`src/rtl/lit_pkg.sv`:
```
// Package for the local interrupt timer.
// Contents: register select codes, control entry layout and the divide decode.
// Assumes: counter width is at least PER_POS+1 bits, so the entry fields fit the data word.
package lit_pkg;
    localparam int VEC_W    = 8;
    localparam int SEL_W    = 2;
    localparam int SHIFT_W  = 3;
    localparam int MASK_POS = 16;
    localparam int PER_POS  = 17;
    localparam logic [3:0] DIV_KEEP = 4'b1011;

    typedef enum logic [SEL_W-1:0] {
        SEL_START = 2'd0,
        SEL_LIVE  = 2'd1,
        SEL_DIV   = 2'd2,
        SEL_ENTRY = 2'd3
    } sel_e;

    typedef struct packed {
        logic             periodic;
        logic             masked;
        logic [VEC_W-1:0] vector;
    } entry_t;

    // Convert the kept divide bits into a shift amount (code+1, wrapping at 8)
    function automatic logic [SHIFT_W-1:0] div_to_shift(input logic [3:0] d);
        logic [SHIFT_W-1:0] code;
        code = {d[3], d[1:0]};
        return code + 1'b1;
    endfunction
endpackage

```
`src/rtl/lit_regs.sv`:
```
// Register file and read multiplexer of the local interrupt timer.
// Holds the start value, the divide setting and the control entry.
// Writes to the live-count select are dropped.
// Assumes: CNT_W > lit_pkg::PER_POS.
module lit_regs #(
    parameter int CNT_W = 32
) (
    input  logic                  clk,
    input  logic                  rst_n,
    input  logic                  wr_en,
    input  logic [1:0]            wr_sel,
    input  logic [CNT_W-1:0]      wr_data,
    input  logic [1:0]            rd_sel,
    input  logic [CNT_W-1:0]      live_count,
    output logic [CNT_W-1:0]      start_val,
    output logic [3:0]            div_q,
    output lit_pkg::entry_t       entry,
    output logic                  load,
    output logic [CNT_W-1:0]      rd_data
);
    import lit_pkg::*;

    // Load strobe for the counter and the prescaler
    assign load = wr_en && (sel_e'(wr_sel) == SEL_START);

    // Register update on writes; the live-count select has no storage here
    always_ff @(posedge clk) begin
        if (!rst_n) begin
            start_val <= '0;
            div_q     <= '0;
            entry     <= '{periodic: 1'b0, masked: 1'b1, vector: '0};
        end else if (wr_en) begin
            case (sel_e'(wr_sel))
                SEL_START: start_val <= wr_data;
                SEL_DIV:   div_q     <= wr_data[3:0] & DIV_KEEP;
                SEL_ENTRY: entry     <= '{periodic: wr_data[PER_POS],
                                          masked:   wr_data[MASK_POS],
                                          vector:   wr_data[VEC_W-1:0]};
                SEL_LIVE:  ;
            endcase
        end
    end

    // Read multiplexer
    always_comb begin
        rd_data = '0;
        case (sel_e'(rd_sel))
            SEL_START: rd_data = start_val;
            SEL_LIVE:  rd_data = live_count;
            SEL_DIV:   rd_data[3:0] = div_q;
            SEL_ENTRY: begin
                rd_data[VEC_W-1:0] = entry.vector;
                rd_data[MASK_POS]  = entry.masked;
                rd_data[PER_POS]   = entry.periodic;
            end
        endcase
    end
endmodule

```
`src/rtl/lit_prescale.sv`:
```
// Power-of-two clock divider.
// Produces a one-cycle tick every 2^shift cycles. It restarts its phase on a load,
// so the first tick comes one full period after the load edge.
// Assumes: the shift changes only while the timer is idle, or an uneven first period is accepted.
module lit_prescale #(
    parameter int SHIFT_W = 3
) (
    input  logic               clk,
    input  logic               rst_n,
    input  logic               restart,
    input  logic [SHIFT_W-1:0] shift,
    output logic               tick
);
    localparam int PRE_W = (1 << SHIFT_W) - 1;

    logic [PRE_W-1:0] pre;
    logic [PRE_W-1:0] lim;

    // Mask of the low bits that must all be one for a tick
    assign lim  = ~({PRE_W{1'b1}} << shift);
    assign tick = (pre & lim) == lim;

    // Free-running phase counter, cleared on load
    always_ff @(posedge clk) begin
        if (!rst_n || restart) pre <= '0;
        else                   pre <= pre + 1'b1;
    end
endmodule

```
`src/rtl/lit_counter.sv`:
```
// Count-down core.
// Steps down once per tick. At zero it holds in one-shot mode, or reloads the start
// value on the next tick in periodic mode. A load takes priority over a tick.
// hit flags the step from 1 to 0.
// Assumes: tick is a single-cycle strobe.
module lit_counter #(
    parameter int CNT_W = 32
) (
    input  logic             clk,
    input  logic             rst_n,
    input  logic             load,
    input  logic [CNT_W-1:0] load_val,
    input  logic [CNT_W-1:0] reload_val,
    input  logic             tick,
    input  logic             periodic,
    output logic [CNT_W-1:0] count,
    output logic             hit
);
    // Expiry: a tick that takes the count from 1 to 0
    assign hit = tick && !load && (count == CNT_W'(1));

    // Count state update
    always_ff @(posedge clk) begin
        if (!rst_n) begin
            count <= '0;
        end else if (load) begin
            count <= load_val;
        end else if (tick) begin
            if (count != '0)   count <= count - 1'b1;
            else if (periodic) count <= reload_val;
        end
    end
endmodule

```
`src/rtl/loc_irq_timer.sv`:
```
// Top of the local interrupt timer.
// Joins the register file, the divider and the count core. It registers the request
// pulse and its vector, and uses the entry values current at the expiry edge.
// Assumes: the bus writes at most one register per cycle.
module loc_irq_timer #(
    parameter int CNT_W = 32
) (
    input  logic                      clk,
    input  logic                      rst_n,
    input  logic                      wr_en,
    input  logic [1:0]                wr_sel,
    input  logic [CNT_W-1:0]          wr_data,
    input  logic [1:0]                rd_sel,
    output logic [CNT_W-1:0]          rd_data,
    output logic                      irq_pulse,
    output logic [lit_pkg::VEC_W-1:0] irq_vector
);
    import lit_pkg::*;

    logic [CNT_W-1:0]   start_val;
    logic [CNT_W-1:0]   live_count;
    logic [3:0]         div_q;
    entry_t             entry;
    logic               load;
    logic               tick;
    logic               hit;
    logic [SHIFT_W-1:0] shift;

    assign shift = div_to_shift(div_q);

    lit_regs #(.CNT_W(CNT_W)) u_regs (
        .clk(clk), .rst_n(rst_n), .wr_en(wr_en), .wr_sel(wr_sel), .wr_data(wr_data),
        .rd_sel(rd_sel), .live_count(live_count), .start_val(start_val), .div_q(div_q),
        .entry(entry), .load(load), .rd_data(rd_data)
    );

    lit_prescale #(.SHIFT_W(SHIFT_W)) u_pre (
        .clk(clk), .rst_n(rst_n), .restart(load), .shift(shift), .tick(tick)
    );

    lit_counter #(.CNT_W(CNT_W)) u_cnt (
        .clk(clk), .rst_n(rst_n), .load(load), .load_val(start_val_next(wr_data)),
        .reload_val(start_val), .tick(tick), .periodic(entry.periodic),
        .count(live_count), .hit(hit)
    );

    // The load value is the write data itself, since the start register updates on the same edge
    function automatic logic [CNT_W-1:0] start_val_next(input logic [CNT_W-1:0] d);
        return d;
    endfunction

    // Request output: a pulse unless masked, with the vector latched at each expiry
    always_ff @(posedge clk) begin
        if (!rst_n) begin
            irq_pulse  <= 1'b0;
            irq_vector <= '0;
        end else begin
            irq_pulse <= hit && !entry.masked;
            if (hit) irq_vector <= entry.vector;
        end
    end
endmodule

```
`config.mk`:
```
export PLATFORM = sky130hd
export DESIGN_NAME = loc_irq_timer
export DESIGN_NICKNAME = d
export VERILOG_FILES = /design/src/rtl/lit_pkg.sv /design/src/rtl/lit_regs.sv /design/src/rtl/lit_prescale.sv /design/src/rtl/lit_counter.sv /design/src/rtl/loc_irq_timer.sv
export SDC_FILE = /design/constraint.sdc
export NUM_CORES = 1
export LEC_CHECK = 0
export CAP_MARGIN = 20
export CORE_MARGIN = 5
export CORE_UTILIZATION = 56
export CTS_BUF_LIST = sky130_fd_sc_hd__clkbuf_4
export CTS_CLUSTER_DIAMETER = 60
export DETAILED_ROUTE_END_ITERATION = 10
export GPL_TIMING_DRIVEN = 0
export HOLD_SLACK_MARGIN = 0.12
export PLACE_DENSITY = 0.8
export SYNTH_ARGS = -nofsm -noshare
export SYNTH_HDL_FRONTEND = slang
export SYNTH_SLANG_ARGS = --single-unit
```
`constraint.sdc`:
```
create_clock -name clk -period 4.05 [get_ports clk]
set_input_delay 1.0125 -clock clk [delete_from_list [all_inputs] [get_ports clk]]
set_output_delay 1.0125 -clock clk [all_outputs]
set_load 0.01 [all_outputs]
```
## Word level (Yosys, flattened, before mapping)

Index checks and enable logic that the tools add are counted.

- Memories kept: 0
- ROM bits: 0
- Memory bits (writable): 0
- Input bits: 39
- Latch bits: 0
- Register bits: 93
- Output and inout port bits: 41

- Order comparisons: 0
- Shift-type cells: 1
- Add/sub/neg operators: 3
- Divide/modulo/power cells: 0
- Equality and inequality tests: 7
- Mux-type cells: 9
- Reductions and logical operators: 17
- Bitwise gates (word level): 2
- $mul: 0

Operators with widths:

| cell | number |
|---|---|
| 2-to-1 mux 32 bit | 4 |
| equality test 32 x 1 -> 1 bit (second input constant) | 1 |
| nonzero test 32 bit | 1 |
| subtractor 32 x 1 -> 32 bit (second input constant) | 1 |
| one-hot mux 14 bit (2 select lines) | 1 |
| one-hot mux 4 bit (4 select lines) | 1 |
| one-hot mux 8 bit (2 select lines) | 1 |
| one-hot mux 4 bit (3 select lines) | 1 |
| equality test 2 bit (second input constant) | 4 |
| AND reduction 2 bit | 4 |
| adder 7 x 1 -> 7 bit (second input constant) | 1 |
| bitwise AND 7 bit | 1 |
| equality test 7 bit | 1 |
| inverter 7 bit | 1 |
| left shift 7 x 3 -> 7 bit (first input constant) | 1 |
| one-hot mux 2 bit (3 select lines) | 1 |
| logical AND 1 bit | 4 |
| logical NOT 2 bit | 2 |
| adder 3 x 1 -> 3 bit (second input constant) | 1 |
| logical NOT 1 bit | 3 |
| nonzero test 3 bit | 1 |
| equality test 2 x 1 -> 1 bit (second input constant) | 1 |
| nonzero test 2 bit | 1 |
| logical OR 1 bit | 1 |

## Depth between registers and ports, before layout

- Depth in word-level cells: 8
- Mapped depth: 12
- Depth with buffers taken out: 9

## Hierarchy

From an unflattened synthesis, not the netlist that was laid out.

- Cell total of the unflattened synthesis: 645
- Area total of the unflattened synthesis: 5398.9 sq um

Modules (own cells, without submodules):

| module | area an instance (sq um) | cells each | times used | sequential area each (sq um) |
|---|---|---|---|---|
| lit_regs | 2376.0 | 257 | 1 | 900.9 |
| lit_counter | 2356.0 | 321 | 1 | 640.6 |
| loc_irq_timer | 356.6 | 30 | 1 | 180.2 |
| lit_prescale | 310.3 | 37 | 1 | 140.1 |

## Least setup slack after synthesis

Ideal clock, no wire load.

- Path type: input -> output
- Start: input rd_sel[1]
- End: output rd_data[16]
- Data required time: 3038 ps
- Path slack: 904 ps
- Path buffers: 2
- Arrival: 2133 ps
- Stages on the path: 4
- Cell sequence: clkbuf_1 -> buf_1 -> mux2_2 -> a22o_1

- Cells in the longest elaborated chain, start to end: 2
- Elaborated cells between the ends (all ways): 4

Ends and longest elaborated chain:

| item | line | RTL |
|---|---|---|
| start, declared | loc_irq_timer.sv:13 | `input logic [1:0] rd_sel,` |
| equality test 2 bit, or another cell as far along | lit_regs.sv:47 | `case (sel_e'(rd_sel))` |
| one-hot mux 2 bit (3 select lines) (*) | lit_regs.sv:47 |  |
| end, declared | loc_irq_timer.sv:14 | `output logic [CNT_W-1:0] rd_data,` |

Mark *: on every way between the ends. The rest lies on a longest branch, timed or not.

## Worst setup path after layout

- Start: input rd_sel[0]
- End: output rd_data[3]

- Cells in the longest elaborated chain, start to end: 2
- Elaborated cells between the ends (all ways): 5

Ends and longest elaborated chain:

| item | line |
|---|---|
| equality test 2 bit, or another cell as far along | lit_regs.sv:47 |
| one-hot mux 4 bit (4 select lines) (*) | lit_regs.sv:47 |

Marks and branches as above.

==> run summary <==
Of the available clock period, the critical path in the final layout requires 97.6%. The power after layout came out at 2.31 mW. The static leakage came out at ~2.4 nW.

The switching component of the power came out at between 0.9 and 1 mW. Summed over all nets, the half-perimeter wirelength after detailed placement is 13800 um. The floorplan die width is about 110 um.

The largest clock skew in the final design came out at 0.0220 ns. The number of detailed-routing iterations run before antenna repair came out at 6. After floorplanning, the core was divided into 35 placement rows. The diode insertion count for antenna repair came out at 0. Of all cell types, the one taking the most synthesized area is sky130_fd_sc_hd__dfxtp_1.

The tightest min-delay check is of the flip-flop to flip-flop type. The overall overflow remaining after global route came out at 0. The switching portion of total power came out at about two fifths. The run finished with clean final reports.

The cell depth of the worst flop-to-flop path is 11. The clock-pin slew on the worst setup and hold paths came out at around 0.17 ns. The number of hold-slack violations in the final timing report is 0. The max-capacitance violation count came out at 0. Cells fill 69.1% of the core in the end.

The time the final worst path needs with I/O delays and setup is 3.95 ns. Registers take 0.00186 mm^2. Internal power comes to 1.40 mW. The peak supply drop is about 320 uV. The starting utilization of the core area came out at 57.4%. The total CTS buffers came out at 9. The number of nets at the end of the flow came out at 792. The number of max-slew violations in the final report is 0. The count of flip-flops with a built-in enable after synthesis came out at 0. The remaining antenna violation count came out at 0.

TritonCTS built the clock tree. The worst hold path terminates at irq_pulse. The average wire per standard cell is 22.3 um.

Timing analysis after detailed placement gives a worst setup slack of -0.269 ns. Entering global routing, the biggest net connects 19 pins. The cell count after synthesis is ~660. The first global-routing pass estimated 30400 um of wire. 80 I/O pins were placed. Counting instances, the worst hold path has a depth of 1. The die extent in y is 107 um. The via count of the first global-routing pass came out at between 5000 and 6000. The most common cell in the synthesized netlist is sky130_fd_sc_hd__nand2_1.

After detailed routing, the number of vias per cell comes to 6.45. The detailed-route via count came out at roughly 5700. Along the worst path, the maximum fanout reaches 10. The launch instance of the worst min-delay path is u_regs.entry[8]. The areal power density over the cells came out at 361 mW/mm^2.

The worst register-to-register path begins at u_cnt.count[0]. The worst-skew pair later-pin latency came out at 0.49 ns. Setup slack on the critical path of the routed design comes to between 0.09 and 0.1 ns. The share of total power in combinational logic is 31.6%.

The mean post-synth cell area is ~8 um^2. The highest clock frequency the design can meet is 253 MHz. The final count of negative-setup-slack endpoints came out at 0.

The slew at the pin closest to its max-slew limit is 1.04 ns. STA classifies the critical path endpoint as a primary output. The number of remaining DRC errors is 0. Synthesis produced a netlist with a net count of 702. The synthesized netlist occupies a cell area of 0.00530 mm^2. The total of warnings raised by yosys is 0. The core region area came out at about 0.009 mm^2. Cells with a size suffix above 1 make up 6.79% of the layout. The number of antenna violations at the first check in global routing came to 0.

The required time of the worst setup path is 3.04 ns. For this run, the leading register cell type out of synthesis is sky130_fd_sc_hd__dfxtp_1. The proportion of synthesized flip-flops having asynchronous set or reset is 0%. The worst slew margin relative to its limit is between 30% and 40%.

The data arrival time of the worst path is 2.94 ns. The port buffer count came out at 77. By area the synthesized netlist is led by sky130_fd_sc_hd__dfxtp_1 (35%), sky130_fd_sc_hd__nand2_1 (7.4%), sky130_fd_sc_hd__mux2i_1 (6.6%).

The post-CTS repair timing setup buffer count came out at 0. The worst reg-to-reg setup slack came out at 0.35 ns. For this design, the sink count on the clock tree is 93. The placed cell area is 0.00624 mm^2. Counting flops and latches in the post-synthesis netlist gives 93. Setup repair after global routing left no endpoint under its margin. Sequential elements use 35.1% of the synthesized area.

The distinct cell type count of the synthesized netlist is 66. In this run the critical register-to-register path is captured at u_cnt.count[5]. Counting instances in the post-synthesis netlist gives the leading cell types as sky130_fd_sc_hd__nand2_1 (105), sky130_fd_sc_hd__dfxtp_1 (93), sky130_fd_sc_hd__nor2_1 (56). The area taken by multi-input logic gates came out at roughly 0.0032 mm^2. The maximum level of the CTS H-tree is 3. The maximum clock insertion buffer count came out at 2. The first routing iteration left 701 violations. The critical path is of the input pin to primary output type. The total track usage is between 30% and 40%. The area added between synthesis and finish is 20.4%. The share of the synthesized area in the top cell type came out at 35.1%. The type of element launching the critical path is an input pin. The share of power burned in the clock network is 23.0%.

The total routed wirelength came out at 19700 um. The layout filler cell count came out at 772. The root buffer selected by CTS is sky130_fd_sc_hd__clkbuf_4.

Routability-driven placement finished with a final weighted congestion of 0.948. The final design instance area without fill came out at 0.00638 mm^2. The sequential share of power is a little under half. The area of the die came out at 0.0115 mm^2.

Across all hold checks on the routed design, the worst slack comes to 0.472 ns.
[logic make-up after synthesis]
| family | after synthesis | synth area share [%] |
|---|---|---|
| adders and majority gates | 7 | 1.65 |
| DFF | 93 | 35.1 |
| AOI/OAI and AO/OA | 177 | 23.4 |
| xor gates and xnor gates | 12 | 1.98 |
| and+or+nand+nor | 267 | 23.8 |
| muxes | 46 | 9.58 |
| buffers and inverters | 54 | 4.46 |
[metrics by stage]
step,setup TNS (ns),std cells
floorplan,0,656
global placement,-1.58,862
detailed placement,-2.04,863
CTS,0,879
global route,0,880
finish,0,880
[power by group through the flow]
stage	Combinational [mW]	Clock, mW	Sequential [mW]
final	0.729	0.530	1.05
after global routing	0.774	0.570	1.05
after CTS	0.698	0.527	1.04
after detailed placement	0.694	0	1.06
after global placement	0.685	0	1.06
after floorplan	0.455	0	1.04
[worst max-delay path by stage]
stage          startpoint       endpoint  slack (ns)  depth (start not counted)
2_1_floorplan   rd_sel[1]    rd_data[16]        0.90                          4
3_3_place_gp    wr_sel[1]  irq_vector[4]       -0.14                          8
3_5_place_dp    wr_sel[1]  irq_vector[7]       -0.27                          8
4_1_cts         rd_sel[0]    rd_data[12]        0.04                          5
5_1_grt         rd_sel[0]     rd_data[3]        0.01                          4
6_report        rd_sel[0]     rd_data[3]         0.1                          4
[state kept, by name, indices dropped and copies added, names as in the netlist]
signal	flops
u_regs.div_q	3
irq_pulse	1
irq_vector	8
u_regs.entry	10
u_regs.start_val	32
u_cnt.count	32
u_pre.pre	7
[layout by cell type (no fill, tap or decap), types with 10 or more instances in the layout]
cell                                n
sky130_fd_sc_hd__nand3_1           25
sky130_fd_sc_hd__nand2_1          105
sky130_fd_sc_hd__a22o_1            10
sky130_fd_sc_hd__clkdlybuf4s50_1   77
sky130_fd_sc_hd__a21boi_0          41
sky130_fd_sc_hd__nor3_1            12
sky130_fd_sc_hd__clkbuf_1          28
sky130_fd_sc_hd__or3_1             10
sky130_fd_sc_hd__a31oi_1           10
sky130_fd_sc_hd__dfxtp_1           93
sky130_fd_sc_hd__clkbuf_4          10
sky130_fd_sc_hd__o211ai_1          11
sky130_fd_sc_hd__a21oi_1           19
sky130_fd_sc_hd__o21ai_0           32
sky130_fd_sc_hd__nor2b_1           12
sky130_fd_sc_hd__nor2_1            56
sky130_fd_sc_hd__and3_1            11
sky130_fd_sc_hd__mux2i_1           35
[final cells by class]
cell class / instances / share of cell area (%)
multi-input cells: 509 / 50.3
flip-flops and latches: 93 / 29.2
repair buffers: 79 / 12.2
plain buffers: 46 / 3.27
well taps: 129 / 2.53
clock buffers: 9 / 1.06
clock inverters: 7 / 0.980
inverters: 8 / 0.470
[timing repair]
action,4_1_cts,5_1_grt
endpoints found under the setup margin,12,3
hold buffers,0,0
gates resized for setup,1,3
[worst max-delay path, cell delays in order]
cell                              delay (ns)
sky130_fd_sc_hd__clkbuf_1               0.23
sky130_fd_sc_hd__clkbuf_1               0.78
sky130_fd_sc_hd__mux4_2                 0.42
sky130_fd_sc_hd__clkdlybuf4s50_1        0.50
[layer usage]
metal  vias to the layer above  track usage [%]  wire, um
met5                         -                0         0
met4                         0             13.2       793
li1                       2562                -         -
met3                        83             8.88      2320
met2                       399             55.2      8760
met1                      2630             44.7      7780
Note: power is estimated with default switching activity, not from simulation.
